--- src/rtl/e1tc_pkg.sv ---
package e1tc_pkg;
  typedef enum logic [1:0] {
    SRC_PASS  = 2'd0,
    SRC_TRUNK = 2'd1,
    SRC_IDLE  = 2'd2
  } cond_src_e;

  typedef enum logic [1:0] {
    RGN_DATA   = 2'd0,
    RGN_CTRL   = 2'd1,
    RGN_GLOBAL = 2'd2,
    RGN_NONE   = 2'd3
  } cfg_region_e;
endpackage

--- src/rtl/e1tc_cfg_regs.sv ---
module e1tc_cfg_regs
  import e1tc_pkg::*;
#(
  parameter int NUM_TS = 32,
  parameter int DATA_W = 8,
  parameter int SIG_W  = 4,
  parameter int TS_W   = $clog2(NUM_TS),
  parameter int ADDR_W = TS_W + 2
) (
  input  logic              clk,
  input  logic              rst,
  input  logic              cfg_we,
  input  logic [ADDR_W-1:0] cfg_addr,
  input  logic [DATA_W-1:0] cfg_wdata,
  input  logic [TS_W-1:0]   rd_ts,
  output logic [DATA_W-1:0] cond_data,
  output logic [SIG_W-1:0]  cond_sig,
  output logic              ts_en,
  output logic              master_en,
  output logic              alarm_en,
  output logic [DATA_W-1:0] idle_code
);
  localparam int EN_BIT = SIG_W;

  logic [DATA_W-1:0] data_mem [NUM_TS];
  logic [SIG_W-1:0]  sig_mem  [NUM_TS];
  logic [NUM_TS-1:0] en_q;

  cfg_region_e     region;
  logic [TS_W-1:0] idx;

  assign region = cfg_region_e'(cfg_addr[ADDR_W-1:TS_W]);
  assign idx    = cfg_addr[TS_W-1:0];

  // Values without reset, kept in RAM
  always_ff @(posedge clk) begin
    if (cfg_we && region == RGN_DATA) data_mem[idx] <= cfg_wdata;
    if (cfg_we && region == RGN_CTRL) sig_mem[idx]  <= cfg_wdata[SIG_W-1:0];
  end

  // Enable and global flops with reset
  always_ff @(posedge clk) begin
    if (rst) begin
      en_q      <= '0;
      master_en <= 1'b0;
      alarm_en  <= 1'b0;
      idle_code <= '0;
    end else if (cfg_we) begin
      if (region == RGN_CTRL) en_q[idx] <= cfg_wdata[EN_BIT];
      if (region == RGN_GLOBAL && idx == TS_W'(0)) begin
        master_en <= cfg_wdata[0];
        alarm_en  <= cfg_wdata[1];
      end
      if (region == RGN_GLOBAL && idx == TS_W'(1)) idle_code <= cfg_wdata;
    end
  end

  assign cond_data = data_mem[rd_ts];
  assign cond_sig  = sig_mem[rd_ts];
  assign ts_en     = en_q[rd_ts];
endmodule

--- src/rtl/e1tc_sig_freeze.sv ---
module e1tc_sig_freeze #(
  parameter int NUM_TS = 32,
  parameter int SIG_W  = 4,
  parameter int TS_W   = $clog2(NUM_TS)
) (
  input  logic             clk,
  input  logic             rst,
  input  logic             wr_valid,
  input  logic             oof,
  input  logic [TS_W-1:0]  ts,
  input  logic [SIG_W-1:0] wr_sig,
  output logic [SIG_W-1:0] frz_sig
);
  logic [SIG_W-1:0] frz_mem [NUM_TS];

  always_ff @(posedge clk) begin
    if (!rst && wr_valid && !oof) frz_mem[ts] <= wr_sig;
  end

  assign frz_sig = frz_mem[ts];

  // an entry holds its value while the framer stays out of frame
  a_r7_frozen_hold: assert property (@(posedge clk) disable iff (rst)
    (oof && $past(oof) && ts == $past(ts)) |-> $stable(frz_sig));
endmodule

--- src/rtl/e1tc_select.sv ---
module e1tc_select
  import e1tc_pkg::*;
#(
  parameter int DATA_W = 8,
  parameter int SIG_W  = 4,
  parameter int TS_W   = 5
) (
  input  logic              clk,
  input  logic              rst,
  input  logic              in_valid,
  input  logic [TS_W-1:0]   in_ts,
  input  logic [DATA_W-1:0] in_pcm,
  input  logic [SIG_W-1:0]  in_sig,
  input  logic              in_oof,
  input  logic [DATA_W-1:0] cond_data,
  input  logic [SIG_W-1:0]  cond_sig,
  input  logic              ts_en,
  input  logic              master_en,
  input  logic              alarm_en,
  input  logic [DATA_W-1:0] idle_code,
  input  logic [SIG_W-1:0]  frz_sig,
  output logic              out_valid,
  output logic [TS_W-1:0]   out_ts,
  output logic [DATA_W-1:0] out_pcm,
  output logic [SIG_W-1:0]  out_sig
);
  cond_src_e        src;
  logic [DATA_W-1:0] pcm_d;
  logic [SIG_W-1:0]  sig_d;

  always_comb begin
    if (master_en || ts_en)      src = SRC_TRUNK;
    else if (alarm_en && in_oof) src = SRC_IDLE;
    else                         src = SRC_PASS;
  end

  always_comb begin
    unique case (src)
      SRC_TRUNK: begin pcm_d = cond_data; sig_d = cond_sig; end
      SRC_IDLE:  begin pcm_d = idle_code; sig_d = frz_sig;  end
      default:   begin pcm_d = in_pcm;    sig_d = in_sig;   end
    endcase
  end

  always_ff @(posedge clk) begin
    if (rst) begin
      out_valid <= 1'b0;
      out_ts    <= '0;
      out_pcm   <= '0;
      out_sig   <= '0;
    end else begin
      out_valid <= in_valid;
      if (in_valid) begin
        out_ts  <= in_ts;
        out_pcm <= pcm_d;
        out_sig <= sig_d;
      end
    end
  end

  // valid and timeslot index delayed by one clock
  a_r2_valid_on: assert property (@(posedge clk) disable iff (rst)
    in_valid |=> out_valid);
  a_r2_valid_off: assert property (@(posedge clk) disable iff (rst)
    !in_valid |=> !out_valid);
  a_r2_ts_delay: assert property (@(posedge clk) disable iff (rst)
    in_valid |=> out_ts == $past(in_ts));
  // conditioned timeslot takes its programmed values
  a_r5_trunk_values: assert property (@(posedge clk) disable iff (rst)
    (in_valid && (master_en || ts_en)) |=>
      (out_pcm == $past(cond_data) && out_sig == $past(cond_sig)));
  // alarm conditioning selects the idle code
  a_r6_idle_code: assert property (@(posedge clk) disable iff (rst)
    (in_valid && !master_en && !ts_en && alarm_en && in_oof) |=>
      out_pcm == $past(idle_code));
endmodule

--- src/rtl/e1_trunk_cond.sv ---
module e1_trunk_cond #(
  parameter int NUM_TS = 32,
  parameter int DATA_W = 8,
  parameter int SIG_W  = 4,
  localparam int TS_W  = $clog2(NUM_TS),
  localparam int ADDR_W = TS_W + 2
) (
  input  logic              clk,
  input  logic              rst,
  input  logic              cfg_we,
  input  logic [ADDR_W-1:0] cfg_addr,
  input  logic [DATA_W-1:0] cfg_wdata,
  input  logic              in_valid,
  input  logic [TS_W-1:0]   in_ts,
  input  logic [DATA_W-1:0] in_pcm,
  input  logic [SIG_W-1:0]  in_sig,
  input  logic              in_oof,
  output logic              out_valid,
  output logic [TS_W-1:0]   out_ts,
  output logic [DATA_W-1:0] out_pcm,
  output logic [SIG_W-1:0]  out_sig
);
  logic [DATA_W-1:0] cond_data, idle_code;
  logic [SIG_W-1:0]  cond_sig, frz_sig;
  logic              ts_en, master_en, alarm_en;

  e1tc_cfg_regs #(.NUM_TS(NUM_TS), .DATA_W(DATA_W), .SIG_W(SIG_W),
                  .TS_W(TS_W), .ADDR_W(ADDR_W)) u_regs (
    .clk(clk), .rst(rst), .cfg_we(cfg_we), .cfg_addr(cfg_addr),
    .cfg_wdata(cfg_wdata), .rd_ts(in_ts), .cond_data(cond_data),
    .cond_sig(cond_sig), .ts_en(ts_en), .master_en(master_en),
    .alarm_en(alarm_en), .idle_code(idle_code));

  e1tc_sig_freeze #(.NUM_TS(NUM_TS), .SIG_W(SIG_W), .TS_W(TS_W)) u_freeze (
    .clk(clk), .rst(rst), .wr_valid(in_valid), .oof(in_oof), .ts(in_ts),
    .wr_sig(in_sig), .frz_sig(frz_sig));

  e1tc_select #(.DATA_W(DATA_W), .SIG_W(SIG_W), .TS_W(TS_W)) u_sel (
    .clk(clk), .rst(rst), .in_valid(in_valid), .in_ts(in_ts),
    .in_pcm(in_pcm), .in_sig(in_sig), .in_oof(in_oof),
    .cond_data(cond_data), .cond_sig(cond_sig), .ts_en(ts_en),
    .master_en(master_en), .alarm_en(alarm_en), .idle_code(idle_code),
    .frz_sig(frz_sig), .out_valid(out_valid), .out_ts(out_ts),
    .out_pcm(out_pcm), .out_sig(out_sig));
endmodule

--- config.mk ---
export PLATFORM = sky130hd
export DESIGN_NAME = e1_trunk_cond
export DESIGN_NICKNAME = d
export VERILOG_FILES = /design/src/rtl/e1tc_pkg.sv /design/src/rtl/e1tc_cfg_regs.sv /design/src/rtl/e1tc_sig_freeze.sv /design/src/rtl/e1tc_select.sv /design/src/rtl/e1_trunk_cond.sv
export SDC_FILE = /design/constraint.sdc
export NUM_CORES = 1
export LEC_CHECK = 0
export ABC_AREA = 1
export ABC_CLOCK_PERIOD_IN_PS = 2800
export BUFFER_PORTS_ARGS = -buffer_cell sky130_fd_sc_hd__buf_2
export CORE_MARGIN = 10
export CORE_UTILIZATION = 60
export CTS_CLUSTER_SIZE = 10
export DETAILED_ROUTE_END_ITERATION = 8
export GPL_TIMING_DRIVEN = 0
export PLACE_DENSITY = 0.77
export SLEW_MARGIN = 20
export SYNTH_ARGS = -nofsm -noshare
export SYNTH_HDL_FRONTEND = slang
export SYNTH_SLANG_ARGS = --single-unit
export TNS_END_PERCENT = 20
--- constraint.sdc ---
create_clock -name clk -period 2.8 [get_ports clk]
set_input_delay 0.28 -clock clk [delete_from_list [all_inputs] [get_ports clk]]
set_output_delay 0.28 -clock clk [all_outputs]
set_load 0.005 [all_outputs]
### After elaboration in Yosys (flattened, before gate mapping)

Memory sizes are Yosys's and may differ from the RTL's.
Index checks and enable logic that the tools add are counted.

| storage, ports and cells | value |
|---|---|
| flip-flop bits (word level) | 60 |
| bits in latches | 0 |
| memory bits (writable) | 512 |
| ROM bits | 0 |
| input port bits | 37 |
| output and inout bits | 18 |
| word-level logic and storage cells | 50 |
| memories | 3 |

| operators by class | value |
|---|---|
| add/subtract/negate cells | 0 |
| multipliers | 0 |
| div/mod/pow operators | 0 |
| $lt $le $gt $ge | 3 |
| equality and inequality tests | 5 |
| shifts and indexed selects | 0 |
| muxes and demuxes | 15 |
| bitwise gates (word level) | 0 |
| reductions and logical operators | 16 |

Memory list:

| name | depth | bits a word | read ports | clocked after Yosys merged registers in | wr ports | RTL line | text |
|---|---|---|---|---|---|---|---|
| u_regs.data_mem | 32 | 8 | 1 | 0 | 1 | e1tc_cfg_regs.sv:25 | `logic [DATA_W-1:0] data_mem [NUM_TS];` |
| u_freeze.frz_mem | 32 | 4 | 1 | 0 | 1 | e1tc_sig_freeze.sv:14 | `logic [SIG_W-1:0] frz_mem [NUM_TS];` |
| u_regs.sig_mem | 32 | 4 | 1 | 0 | 1 | e1tc_cfg_regs.sv:26 | `logic [SIG_W-1:0] sig_mem [NUM_TS];` |

Operators by type and width:

| operator | number |
|---|---|
| bitwise mux 32 bit | 1 |
| one-hot mux 8 bit (2 select lines) | 1 |
| < comparator 5 x 6 -> 1 bit (second input constant) | 2 |
| logical AND 1 bit | 8 |
| 2-to-1 mux 1 bit | 8 |
| one-hot mux 4 bit (2 select lines) | 1 |
| AND reduction 2 bit | 3 |
| binary-select mux 1 bit (select 5 bit) | 1 |
| demux 1 bit (select 5 bit) | 1 |
| == test 5 x 1 -> 1 bit (second input constant) | 1 |
| >= comparator 5 x 1 -> 1 bit (second input constant) | 1 |
| logical NOT 5 bit | 1 |
| == test 2 x 1 -> 1 bit (second input constant) | 2 |
| == test 2 bit (second input constant) | 2 |
| 2-to-1 mux 2 bit | 2 |
| logical NOT 1 bit | 2 |
| logical NOT 2 bit | 1 |
| logical OR 1 bit | 1 |

### Depth between registers and ports, before layout

| logic depth | value |
|---|---|
| depth in word-level cells | 6 |
| mapped depth | 16 |
| depth with buffers taken out | 14 |

### Hierarchy

A second synthesis with hierarchy kept.

| unflattened totals | value |
|---|---|
| cell total of the unflattened synthesis | 2387 |
| area total of the unflattened synthesis | 24295.8 µm² |

Modules (own cells, without submodules):

| module | instances | cells each | area each (µm²) | sequential area each (µm²) |
|---|---|---|---|---|
| e1tc_cfg_regs | 1 | 1677 | 17783.3 | 12371.9 |
| e1tc_sig_freeze | 1 | 555 | 5527.8 | 3843.7 |
| e1tc_select | 1 | 155 | 984.7 | 360.3 |

### Least setup slack after synthesis

No wires, ideal clock.

| timing | value |
|---|---|
| kind | in2reg |
| from | input in_valid |
| to | memory u_freeze.frz_mem[13][0] (enable) |
| library setup time | 0.330 ns |
| arrival time | 1.601 ns |
| required time | 2.470 ns |
| setup slack | 0.869 ns |
| cell stages on the path | 5 |
| buffers on the path | 1 |
| cells stage by stage | clkbuf_1 -> clkinv_1 -> nor3_1 -> nand3_1 -> nor2_1 |

| between the ends | value |
|---|---|
| longest elaborated chain between the ends | 4 |

Ends and longest elaborated chain:

| element | RTL line | text |
|---|---|---|
| start, declared | e1_trunk_cond.sv:13 | `input logic in_valid,` |
| logical AND 1 bit (2 in series) | e1tc_sig_freeze.sv:17 | `if (!rst && wr_valid && !oof) frz_mem[ts] <= wr_sig;` |
| 2-to-1 mux 1 bit | e1tc_sig_freeze.sv:17 |  |
| 2-to-1 mux 1 bit (not written as such) | e1tc_sig_freeze.sv:17 |  |
| end, declared | e1tc_sig_freeze.sv:14 |  |

Every way passes these cells.

### Worst setup path after layout

| timing | value |
|---|---|
| from | input in_ts[4] |
| to | register u_sel.out_pcm[7] |

| between the ends | value |
|---|---|
| longest elaborated chain between the ends | 6 |
| elaborated cells on any way between the ends | 8 |
| those cells by class | eq/ne: 2; mux: 4; reduce/logical: 1; memory: 1 |

Ends and longest elaborated chain:

| element | RTL line | text |
|---|---|---|
| start, declared | e1_trunk_cond.sv:14 | `input logic [TS_W-1:0] in_ts,` |
| binary-select mux 1 bit (select 5 bit) | e1tc_cfg_regs.sv:60 | `assign ts_en = en_q[rd_ts];` |
| 2-to-1 mux 1 bit (not written as such) | e1tc_cfg_regs.sv:60 |  |
| logical OR 1 bit | e1tc_select.sv:32 | `if (master_en \|\| ts_en) src = SRC_TRUNK;` |
| 2-to-1 mux 2 bit | e1tc_select.sv:32 |  |
| == test 2 bit / == test 2 x 1 -> 1 bit (equally long branches) | e1tc_select.sv:38 | `unique case (src)` |
| one-hot mux 8 bit (2 select lines) (*) | e1tc_select.sv:38 |  |
| end signal, assigned | e1tc_select.sv:55 | `out_pcm <= pcm_d;` |
| end, declared | e1tc_select.sv:24 | `output logic [DATA_W-1:0] out_pcm,` |

Mark *: on every way between the ends. The rest lies on a longest branch, timed or not. The select of a mux whose other input is x is not followed.
A chain may end at the register's enable or synchronous reset.

==> out/metrics.csv <==
stage,metric,value,unit
synth,sequential area share after synthesis,0.6892,
synth,Ys Warns,0,
clock_tree,clk sink count,572,
synth,Synth Cell Area,24050,µm²
floorplanning,overall die height,220.2,µm
clock_tree,worst skew pair latency,0.59,ns
place,RePlAce Congestion,0.9873,
pwr,Leakage,10.21,nW
final_layout,most frequent cells in the layout,"550 x nand2_1, 512 x nor2_1, 512 x edfxtp_1",
synth,syn_nets,2401,
place,worst slack at placement,-0.4786,ns
status,status,finished clean,
synth,post-synthesis average cell area,10.17,µm²
global_routing,largest net degree at the start of global routing,67,
synth,Post-Syn Instances,2364,
timing,Final min period,2.653,ns
route,# DRC,0,
pwr,total design power,18.27,mW
floorplanning,Initial Util,0.6067,
timing,Setup-failing EPs final,0,
synth,#FFs+latches synth,572,
floorplanning,core area,39640,µm²
clock_tree,Root Buffer Master,clkbuf_16,
route,Initial DRC Count,2744,
global_routing,GRT Overall Usage,0.2905,
worst_setup_path,CP Max Fanout,10,
place,Port Buffers,48,
timing,Worst-Margin Slew,1.191,ns
global_routing,initial antenna violation count,1,
route,Detailed Route WL,69890,µm
clock_tree,H-tree levels,3,
route,Post-DRT Antenna Nets,0,
timing,"Slew Viols, Final",0,
final_layout,Fillers,2964,
final_layout,area grow syn2layout,12.15,%
floorplanning,Top-Level Pins,55,
worst_setup_path,Critical Path Start Type,input pin,
worst_setup_path,CP arrival,3.14,ns
timing,fin worst setup slack,0.1468,ns
timing,Tcrit/Tclk final,0.9476,
clock_tree,Inserted Clock Buffers,67,
worst_setup_path,CP endpoint kind,flop,
floorplanning,row cnt,73,
synth,top cell type's share of synthesized area,0.6392,
worst_setup_path,"Req. time, crit path",3.28,ns
timing,Slew headroom,0.2019,
timing,final hold slack,0.01553,ns
clock_tree,clk buf depth,3,
worst_setup_path,CP Class,input pin to flop,
final_layout,post-route design area,26970,µm²
pwr,Peak VDD IR,606.4,µV
route,1st-pass router iterations,9,
clock_tree,CTS tree,yes,
place,dpl hpwl,46090,µm
final_layout,"commonest non-fill, non-tap cell in the layout",nand2_1,
synth,cell taking the most area after synthesis,edfxtp_1,
final_layout,ratio of cells with drive above 1 in the final layout,0.07735,
route,drt wl/cell,22.84,µm
place,Post-DP Area,25010,µm²
final_layout,final net count,2524,
clock_tree,Worst-path clk slew,0.05,ns
synth,ranking of synthesized cells by area,"edfxtp_1 64%, nand2_1 8.6%, nor2_1 8.0%",
timing,unrepaired setup endpoints after global routing,false,
final_layout,register area,16580,µm²
min_path,Worst Hold Class,input pin to flop,
synth,distinct cell type count of the synthesized netlist,25,
pwr,pwr/cell area,677.5,nW/µm²
final_layout,footprint of the multi-input gates,6294,µm²
route,vias per std cell,5.918,
timing,FMAX,376.9,MHz
timing,endpoints failing hold,0,
global_routing,grt ovf,0,
timing,Max Clock Skew,0.02056,ns
run,number of max-cap violations,0,
floorplanning,die area,48490,µm²
floorplanning,Die Wd,220.2,µm
global_routing,first-pass GRT wire length,104900,µm
global_routing,vias in the first global route,17678,
route,Via Count,18109,
timing,Post-Route Setup TNS,0,ns
clock_tree,# Post-CTS Setup Buffers,0,
path summary, 6_finish.rpt:
kind | endpoint | startpoint | cells past startpoint | slack, ns
setup / recovery | u_sel.out_pcm[7] | in_ts[4] | 11 | 0.15
hold / removal | u_sel.out_pcm[0] | in_pcm[0] | 5 | 0.02
setup reg to reg | u_sel.out_pcm[4] | u_regs.en_q[10] | 13 | 0.94
hold reg to reg | u_regs.alarm_en | u_regs.alarm_en | 2 | 0.47
state kept, by name, summed over array words and instances (netlist names):
register	count
u_freeze.frz_mem	128
u_regs.alarm_en	1
u_regs.data_mem	256
u_regs.en_q	32
u_regs.idle_code	8
u_regs.master_en	1
u_regs.sig_mem	128
u_sel.out_pcm	8
u_sel.out_sig	4
u_sel.out_ts	5
u_sel.out_valid	1
per-layer routing:
layer	vias up	track usage	routed length [µm]
li1	8099	-	-
met1	8542	0.3830	26460
met2	1225	0.4525	31790
met3	243	0.05749	7936
met4	0	0.1527	3699
met5	-	0	0
synth_stat cells, drive strengths merged:
library cell	instances
o21ai	286
nand4	8
clkbuf	66
buf	51
nand3	20
nand2	551
o21bai	12
a211oi	6
a21oi	43
dfxtp	60
nor2	516
inv	182
edfxtp	512
clkinv	2
nor3	43
nor4	6
metrics by stage:
stage | cells | util
floorplan | 2364 | -
global placement | 2937 | 0.6294
detailed placement | 2940 | 0.6310
CTS | 3059 | 0.6800
global route | 3060 | 0.6805
finish | 3060 | 0.6805
kinds of logic after synthesis:
| logic type | synth area share |
|---|---|
| buffers and inverters | 0.05108 |
| AND/OR/NAND/NOR | 0.1857 |
| AO/OA/AOI/OAI | 0.07408 |
| flip-flops | 0.6892 |
report_power, final:
group	switching [mW]	total, mW	leakage (nW)	internal [mW]
logic	0.822	1.06	4.20	0.240
registers	0.0195	9.36	5.09	9.34
clock network	3.28	7.85	0.916	4.57
area by class of cell:
cell class,count,share of cell area
Clock buffer,112,0.06999
Sequential cell,572,0.6145
Clock inverter,4,0.0009741
Buffer,117,0.01995
Antenna cell,1,0.00009277
Inverter,184,0.02560
Tap cell,525,0.02435
Multi-Input combinational cell,1491,0.2333
Timing Repair Buffer,54,0.01123
critical path, stage by stage:
cell and delay, ns:
buf_2 0.20, inv_1 0.22, nor3_2 0.94, clkbuf_1 0.55, o21ai_0 0.28, nand4_1 0.13
nor2_1 0.05, a21oi_1 0.26, nand3_1 0.11, nand2_1 0.07, inv_1 0.04
what timing repair did:
action	in CTS	in global routing
hold endpoints to repair	3	0
hold buffers	3	0
resized for setup	0	1
endpoints found under the setup margin	0	4
(Power assumes the default switching activity.)
